==> config.mk <==
export PLATFORM = sky130hd
export DESIGN_NAME = autobaud_ack
export DESIGN_NICKNAME = d
export VERILOG_FILES = /design/src/rtl/autobaud_pkg.sv /design/src/rtl/autobaud_dp.sv /design/src/rtl/autobaud_ctrl.sv /design/src/rtl/autobaud_ack.sv
export SDC_FILE = /design/constraint.sdc
export NUM_CORES = 1
export LEC_CHECK = 0
export BUFFER_PORTS_ARGS = -buffer_cell sky130_fd_sc_hd__buf_2
export CAP_MARGIN = 20
export CORE_MARGIN = 10
export CORE_UTILIZATION = 60
export DETAILED_ROUTE_END_ITERATION = 7
export PLACE_DENSITY = 0.89
export SLEW_MARGIN = 20
export SYNTH_ARGS = -nofsm -noshare
export SYNTH_HDL_FRONTEND = slang
export SYNTH_SLANG_ARGS = --single-unit
==> constraint.sdc <==
create_clock -name clk -period 13.69 [get_ports clk]
set_input_delay 0.6845 -clock clk [delete_from_list [all_inputs] [get_ports clk]]
set_output_delay 0.6845 -clock clk [all_outputs]
set_load 0.02 [all_outputs]
==> src/rtl/autobaud_pkg.sv <==
package autobaud_pkg;

  // Number of edge-to-edge segments timed in the sync byte, and the
  // power of two of bit times they span (start fall to bit-7 rise).
  localparam int SEG_COUNT  = 7;
  localparam int SPAN_SHIFT = 3;

  localparam int FRAME_BITS = 10;
  localparam logic [7:0] ACK_FIRST  = 8'h4F;
  localparam logic [7:0] ACK_SECOND = 8'h4B;

  typedef enum logic [2:0] {
    S_IDLE, S_ARM, S_MEAS, S_CHECK, S_LOAD0, S_TX0, S_TX1, S_DONE
  } abState_t;

  typedef struct packed {
    logic startMeas;   // first falling edge seen: clear the accumulators
    logic captureSeg;  // edge seen while measuring: bank the segment
    logic loadDiv;     // measurement accepted: load the divisor
    logic loadByte;    // begin an acknowledge frame
    logic byteSel;     // 0: first ack byte, 1: second ack byte
    logic tmoRun;      // timeout counter enabled
  } abCtrl_t;

endpackage

==> src/rtl/autobaud_dp.sv <==
module autobaud_dp
  import autobaud_pkg::*;
#(
  parameter int CNT_W      = 16,
  parameter int TMO_CYCLES = 1 << 20
) (
  input  logic             clk,
  input  logic             rstN,
  input  logic             rxLine,
  input  abCtrl_t          ctrl,
  output logic             txLine,
  output logic [CNT_W-1:0] divisor,
  output logic             rxFall,
  output logic             rxEdge,
  output logic             finalEdge,
  output logic             measPass,
  output logic             frameDone,
  output logic             tmoHit
);

  localparam int TMO_W  = $clog2(TMO_CYCLES);
  localparam int SUM_W  = CNT_W + SPAN_SHIFT;
  localparam int EDGE_W = $clog2(SEG_COUNT);
  localparam int TOL_W  = CNT_W + 2;
  localparam int BIT_W  = $clog2(FRAME_BITS + 1);

  // ---------------- receive synchronizer and edge detect
  logic rxMeta, rxSync, rxPrev;
  always_ff @(posedge clk or negedge rstN) begin
    if (!rstN) begin
      rxMeta <= 1'b1;
      rxSync <= 1'b1;
      rxPrev <= 1'b1;
    end else begin
      rxMeta <= rxLine;
      rxSync <= rxMeta;
      rxPrev <= rxSync;
    end
  end
  assign rxEdge = rxSync ^ rxPrev;
  assign rxFall = rxPrev & ~rxSync;

  // ---------------- segment timing
  logic [CNT_W-1:0]  segCnt, firstSeg, minOne, maxOne;
  logic [EDGE_W-1:0] edgeCnt;
  logic [SUM_W-1:0]  total;

  always_ff @(posedge clk or negedge rstN) begin
    if (!rstN) begin
      segCnt   <= '0;
      edgeCnt  <= '0;
      total    <= '0;
      firstSeg <= '0;
      minOne   <= '1;
      maxOne   <= '0;
    end else begin
      if (ctrl.startMeas || ctrl.captureSeg) segCnt <= CNT_W'(1);
      else if (segCnt != '1)                 segCnt <= segCnt + 1'b1;

      if (ctrl.startMeas) begin
        edgeCnt <= '0;
        total   <= '0;
        minOne  <= '1;
        maxOne  <= '0;
      end else if (ctrl.captureSeg) begin
        edgeCnt <= edgeCnt + 1'b1;
        total   <= total + SUM_W'(segCnt);
        if (edgeCnt == '0) begin
          firstSeg <= segCnt;
        end else begin
          if (segCnt < minOne) minOne <= segCnt;
          if (segCnt > maxOne) maxOne <= segCnt;
        end
      end
    end
  end
  assign finalEdge = (edgeCnt == EDGE_W'(SEG_COUNT - 1));

  // ---------------- average and tolerance window
  logic [SUM_W-1:0] rounded;
  logic [CNT_W-1:0] avg;
  logic [TOL_W-1:0] avgX, quarterX, halfX, twoX;
  logic [TOL_W-1:0] oneLo, oneHi, twoLo, twoHi;

  always_comb begin
    rounded  = total + SUM_W'(1 << (SPAN_SHIFT - 1));
    avg      = CNT_W'(rounded >> SPAN_SHIFT);
    avgX     = TOL_W'(avg);
    quarterX = avgX >> 2;
    halfX    = avgX >> 1;
    twoX     = avgX << 1;
    oneLo    = avgX - quarterX;
    oneHi    = avgX + quarterX;
    twoLo    = twoX - halfX;
    twoHi    = twoX + halfX;
    measPass = (TOL_W'(minOne) >= oneLo) && (TOL_W'(maxOne) <= oneHi) &&
               (TOL_W'(firstSeg) >= twoLo) && (TOL_W'(firstSeg) <= twoHi);
  end

  always_ff @(posedge clk or negedge rstN) begin
    if (!rstN)             divisor <= '0;
    else if (ctrl.loadDiv) divisor <= avg;
  end

  // ---------------- acknowledge transmitter
  logic [FRAME_BITS-1:0] txShift;
  logic [CNT_W-1:0]      baudCnt;
  logic [BIT_W-1:0]      bitsLeft;
  logic [7:0]            ackByte;

  assign ackByte   = ctrl.byteSel ? ACK_SECOND : ACK_FIRST;
  assign frameDone = (bitsLeft == BIT_W'(1)) && (baudCnt == '0);
  assign txLine    = txShift[0];

  always_ff @(posedge clk or negedge rstN) begin
    if (!rstN) begin
      txShift  <= '1;
      baudCnt  <= '0;
      bitsLeft <= '0;
    end else if (ctrl.loadByte) begin
      txShift  <= {1'b1, ackByte, 1'b0};
      baudCnt  <= divisor - 1'b1;
      bitsLeft <= BIT_W'(FRAME_BITS);
    end else if (bitsLeft != '0) begin
      if (baudCnt == '0) begin
        txShift  <= {1'b1, txShift[FRAME_BITS-1:1]};
        baudCnt  <= divisor - 1'b1;
        bitsLeft <= bitsLeft - 1'b1;
      end else begin
        baudCnt <= baudCnt - 1'b1;
      end
    end
  end

  // ---------------- silence timeout
  logic [TMO_W-1:0] tmoCnt;
  always_ff @(posedge clk or negedge rstN) begin
    if (!rstN)                        tmoCnt <= '0;
    else if (!ctrl.tmoRun || rxEdge)  tmoCnt <= '0;
    else                              tmoCnt <= tmoCnt + 1'b1;
  end
  assign tmoHit = ctrl.tmoRun && !rxEdge && (tmoCnt == TMO_W'(TMO_CYCLES - 1));

  // every frame opens with a low start bit
  p_frame_start_low_r5: assert property (@(posedge clk) disable iff (!rstN)
    ctrl.loadByte |=> !txLine);
  // frame bit counter never exceeds one frame
  p_bits_bound_r5: assert property (@(posedge clk) disable iff (!rstN)
    bitsLeft <= BIT_W'(FRAME_BITS));

endmodule

==> src/rtl/autobaud_ctrl.sv <==
module autobaud_ctrl
  import autobaud_pkg::*;
(
  input  logic    clk,
  input  logic    rstN,
  input  logic    start,
  input  logic    rxFall,
  input  logic    rxEdge,
  input  logic    finalEdge,
  input  logic    measPass,
  input  logic    frameDone,
  input  logic    tmoHit,
  output abCtrl_t ctrl,
  output logic    locked,
  output logic    ready,
  output logic    timeout
);

  abState_t state;

  always_comb begin
    ctrl = '0;
    if (!start) begin
      ctrl.tmoRun     = (state == S_ARM) || (state == S_MEAS);
      ctrl.startMeas  = (state == S_ARM) && rxFall;
      ctrl.captureSeg = (state == S_MEAS) && rxEdge;
      ctrl.loadDiv    = (state == S_CHECK) && measPass;
      ctrl.loadByte   = (state == S_LOAD0) || ((state == S_TX0) && frameDone);
      ctrl.byteSel    = (state == S_TX0);
    end
  end

  always_ff @(posedge clk or negedge rstN) begin
    if (!rstN) begin
      state   <= S_IDLE;
      locked  <= 1'b0;
      ready   <= 1'b0;
      timeout <= 1'b0;
    end else if (start) begin
      state   <= S_ARM;
      locked  <= 1'b0;
      ready   <= 1'b0;
      timeout <= 1'b0;
    end else begin
      unique case (state)
        S_IDLE: ;
        S_ARM: begin
          if (tmoHit) begin
            state   <= S_IDLE;
            timeout <= 1'b1;
          end else if (rxFall) begin
            state <= S_MEAS;
          end
        end
        S_MEAS: begin
          if (tmoHit) begin
            state   <= S_IDLE;
            timeout <= 1'b1;
          end else if (rxEdge && finalEdge) begin
            state <= S_CHECK;
          end
        end
        S_CHECK: begin
          if (measPass) begin
            state  <= S_LOAD0;
            locked <= 1'b1;
          end else begin
            state <= S_ARM;
          end
        end
        S_LOAD0: state <= S_TX0;
        S_TX0:   if (frameDone) state <= S_TX1;
        S_TX1: begin
          if (frameDone) begin
            state <= S_DONE;
            ready <= 1'b1;
          end
        end
        S_DONE: ;
        default: state <= S_IDLE;
      endcase
    end
  end

  // payload release only with a valid rate
  p_ready_needs_lock_r6: assert property (@(posedge clk) disable iff (!rstN)
    ready |-> locked);
  // a timed-out unit never reports lock
  p_lock_excludes_timeout_r7: assert property (@(posedge clk) disable iff (!rstN)
    !(locked && timeout));
  // start clears all status on the next edge
  p_start_clears_r8: assert property (@(posedge clk) disable iff (!rstN)
    start |=> (!locked && !ready && !timeout));

endmodule

==> src/rtl/autobaud_ack.sv <==
module autobaud_ack
  import autobaud_pkg::*;
#(
  parameter int CNT_W      = 16,
  parameter int TMO_CYCLES = 1 << 20
) (
  input  logic             clk,
  input  logic             rstN,
  input  logic             start,
  input  logic             rxLine,
  output logic             txLine,
  output logic [CNT_W-1:0] divisor,
  output logic             locked,
  output logic             ready,
  output logic             timeout
);

  abCtrl_t ctrl;
  logic rxFall, rxEdge, finalEdge, measPass, frameDone, tmoHit;

  autobaud_dp #(.CNT_W(CNT_W), .TMO_CYCLES(TMO_CYCLES)) u_dp (
    .clk(clk), .rstN(rstN), .rxLine(rxLine), .ctrl(ctrl),
    .txLine(txLine), .divisor(divisor), .rxFall(rxFall), .rxEdge(rxEdge),
    .finalEdge(finalEdge), .measPass(measPass), .frameDone(frameDone),
    .tmoHit(tmoHit)
  );

  autobaud_ctrl u_ctrl (
    .clk(clk), .rstN(rstN), .start(start), .rxFall(rxFall), .rxEdge(rxEdge),
    .finalEdge(finalEdge), .measPass(measPass), .frameDone(frameDone),
    .tmoHit(tmoHit), .ctrl(ctrl), .locked(locked), .ready(ready),
    .timeout(timeout)
  );

  // the measured rate is frozen while locked
  p_div_stable_r9: assert property (@(posedge clk) disable iff (!rstN)
    (locked && $past(locked)) |-> $stable(divisor));

endmodule

==> impl_metrics.json <==
{
  "status": "finished, final reports clean",
  "cap_violations": 0,
  "clock-sinks": 160,
  "place_ws_ns": 7.329,
  "multi_input_area_um2": 8404,
  "drc": 0,
  "p_sw_share_pct": 43.70,
  "synth-seq-cells": 160,
  "cp_top_family": "simple AND/OR/NAND/NOR gates",
  "grt_pass1_wl_um": 58100,
  "insertion_delay_ns": 0.45,
  "dpl.hpwl_um": 26530,
  "grt_pass1_vias": 11110,
  "ant_nets": 0,
  "powerDensity_nw_per_um2": 158.3,
  "p_total_mw": 2.207,
  "power.internal_mw": 1.242,
  "postSynthCellCount": 1497,
  "synthFlopType": "dfrtp_1",
  "cts_root_buffer": "clkbuf_16",
  "crit_chain": "ha_1 > nand4_1 > nor2_1 > nand3_1 > nor2_1 > xor2_1 > ha_1 > clkinv_1 > o31ai_1 > o41ai_1 > xnor2_1 > ha_1 > nand4_1 > nor4_1 > a21oi_1 > o31ai_1 > o211ai_1 > a32oi_2 > nand4_4 > mux2_4",
  "fin_setup_tns_ns": 0,
  "slew_viol_final": 0,
  "finalCritPeriodShare_pct": 47.66,
  "cp.buffers_inverters": 1,
  "routedWlPerCell_um": 20.63,
  "initial_utilization_pct": 61.63,
  "cts_buffers": 17,
  "final_cell_mix": "ha_1 (148), dfrtp_1 (132), nor2_1 (124), inv_1 (91), nand2_1 (85)",
  "cts_tree": "done",
  "vias": 11560,
  "drt_first_pass_iters": 5,
  "ios": 24,
  "layout_commonest_cell": "ha_1",
  "critPathKind": "flip-flop to flip-flop",
  "layout.nets": 1637,
  "crit_arrival_ns": 6.85,
  "postCtsResizedCells": 0,
  "critPathMaxStageDelay_ns": 0.69,
  "grt.total_usage_pct": 25.09,
  "max_freq_ghz": 0.1533,
  "slowest_stage": "o31ai_1",
  "rsz0062_at_grt": "false",
  "postRouteWirelength_um": 36510,
  "htree_levels": 4,
  "critPathLaunchType": "flip-flop",
  "post_cts_buffers": 0,
  "yosys.area_share.simple_pct": 19.15,
  "seq_area_frac_synth_pct": 30.88,
  "synth-edff-count": 0,
  "fin_skew_ns": 0.01656,
  "cts_max_path_buffers": 2,
  "overflow": 0,
  "rows": 53,
  "via_per_inst": 6.531,
  "dieArea_um2": 28100,
  "placed_cells": 1737,
  "synthAdderAreaFrac_pct": 14.77,
  "drive_gt1_share_pct": 9.572,
  "async_flop_share_pct": 100.0,
  "ir_drop_uv": 89.16,
  "cp-end-kind": "flip-flop",
  "tightest_slew_ns": 1.025,
  "p_sw_uw": 964.2,
  "cp_common_cell": "ha_1",
  "areaGrowthSynthToFinish_pct": 6.553,
  "drtIter0Drc": 1190,
  "yosys_warnings": 0,
  "stdcell_area_um2": 13940,
  "fin_crit_ns": 6.525,
  "finalHoldViolations": 0,
  "syn_nets": 1653,
  "clkTransAtPathRegs_ns": 0.08,
  "worstPathRequired_ns": 14.02,
  "numPortBuffers": 23,
  "grt_max_degree": 94,
  "fin_cells": 1770,
  "place_area_um2": 13330,
  "fill_cells": 1687,
  "die_y_um": 167.6,
  "synthXorXnorAreaFrac_pct": 7.299,
  "critPathMaxFanout": 18,
  "seqPwrFrac_pct": 28.9,
  "ff_latch_area_um2": 4039,
  "synth_compound_area_share_pct": 18.65,
  "chipWidth_um": 167.6,
  "worst_hold_path_type": "primary input to async pin",
  "antenna_found_initial": 2,
  "synthMuxAreaShare_pct": 4.362,
  "synth_area_um2": 13080,
  "synth_cell_types": 80,
  "setup_violations": 0,
  "setup_ws_ns": 7.165,
  "p_comb_share_pct": 48.7,
  "relSlewSlack_pct": 31.49,
  "synth.avg_cell_area_um2": 8.737,
  "clockPowerShare_pct": 22.4,
  "synth_top_family_by_area": "simple AND/OR/NAND/NOR gates",
  "postCtsHoldBufs": 0,
  "design.core.area_um2": 21220,
  "gp_congestion": 1.017,
  "p_leak_nw": 6.399
}
[through the flow]
| step | util, % | hold WS, ns |
|---|---|---|
| finish | 65.67 | 0.3024 |
| global route | 65.66 | 0.3306 |
| CTS | 65.66 | 0.3303 |
| detailed placement | 62.82 | 0.3518 |
| global placement | 62.82 | 0.3460 |
| floorplan | - | 0.3452 |
[Yosys cell counts (all sizes together) (5+ instances only)]
cell | n | area share, %
and2 | 7 | 0.33
xor2 | 48 | 3.2
xnor2 | 61 | 4.1
nand2 | 85 | 2.4
nand2b | 26 | 1.2
mux2 | 30 | 2.8
o21a | 13 | 0.75
nor2 | 126 | 3.6
a21o | 21 | 1.2
nand3 | 48 | 1.9
ha | 148 | 14
a21oi | 84 | 3.2
a211oi | 45 | 2.6
or2 | 9 | 0.43
or4 | 6 | 0.34
dfstp | 28 | 5.6
nor3 | 65 | 2.5
o31ai | 25 | 1.4
a22o | 8 | 0.54
inv | 93 | 2.7
and4 | 8 | 0.54
nand4 | 25 | 1.3
a31oi | 27 | 1.3
dfrtp | 132 | 25
o22ai | 9 | 0.43
o41ai | 6 | 0.55
nor2b | 20 | 0.96
o211ai | 9 | 0.52
nor4 | 13 | 0.74
clkbuf | 53 | 1.5
mux2i | 21 | 1.6
o21bai | 10 | 0.57
buf | 13 | 0.58
a21boi | 5 | 0.29
o21ai | 78 | 3.0
or3 | 26 | 1.2
and3 | 18 | 0.86
[cell families after synthesis]
logic type                 count (synthesis)
DFF                                      160
and+or+nand+nor                          492
adders and majority gates                152
buffers and inverters                    162
AOI/OAI and AO/OA                        371
xor gates and xnor gates                 109
muxes                                     51
[area by class of cell]
cell class                      instances  share of cell area (%)
Timing Repair Buffer                   31                   1.302
Sequential cell                       160                   28.98
Inverter                               96                   2.604
Multi-Input combinational cell       1175                   60.31
Tap cell                              275                   2.469
Antenna cell                            1                 0.01796
Clock inverter                         14                   1.167
Clock buffer                           18                   3.151
[worst reg2reg max path: stages, from the launching register on]
cell      delay (ns)
dfrtp_1         0.42
ha_1            0.24
nand4_1         0.30
nor2_1          0.27
nand3_1         0.16
nor2_1          0.25
xor2_1          0.39
ha_1            0.38
clkinv_1        0.31
o31ai_1         0.69
o41ai_1         0.25
xnor2_1         0.25
ha_1            0.36
nand4_1         0.13
nor4_1          0.33
a21oi_1         0.10
o31ai_1         0.22
o211ai_1        0.18
a32oi_2         0.36
nand4_4         0.40
mux2_4          0.43
[sequential cells by signal, indices dropped and copies added, names as in the netlist]
signal          flops
u_ctrl.ready        1
u_dp.minOne        16
u_dp.rxSync         1
u_dp.total         19
u_dp.rxMeta         1
u_dp.edgeCnt        3
u_dp.baudCnt       16
u_dp.tmoCnt        20
u_ctrl.timeout      1
u_dp.txShift        9
u_dp.rxPrev         1
u_dp.maxOne        16
u_dp.segCnt        16
u_dp.divisor       16
u_dp.firstSeg      16
u_ctrl.locked       1
u_dp.bitsLeft       4
u_ctrl.state        3
[layer usage]
metal	share of wire, %	vias up	track usage (%)
met2	46	502	39.46
li1	-	5411	-
met3	7.3	106	4.939
met5	0.044	-	0
met4	4.3	2	12.07
met1	43	5539	32.41
[power by group through the flow]
stage,Clock (mW),Sequential [mW],Combinational (mW)
final,0.494,0.639,1.07
after global routing,0.513,0.644,1.19
after CTS,0.494,0.632,1.05
after detailed placement,0,0.641,1.04
after global placement,0,0.638,1.02
after floorplan,0,0.595,0.804
[final timing paths]
| path | start | end | slack [ns] | cells after the start |
|---|---|---|---|---|
| hold / removal | rstN | u_dp.bitsLeft[3] | 0.30 | 1 |
| hold reg to reg | u_dp.rxMeta | u_dp.rxSync | 0.36 | 0 |
| setup reg to reg | u_dp.total[2] | u_dp.divisor[12] | 7.17 | 20 |
| min in group clk | rxLine | u_dp.rxMeta | 0.34 | 1 |
| setup / recovery | u_dp.total[2] | u_dp.divisor[12] | 7.17 | 20 |
| max in group asynchronous | rstN | u_dp.firstSeg[6] | 11.95 | 2 |
(Power assumes the default switching activity.)
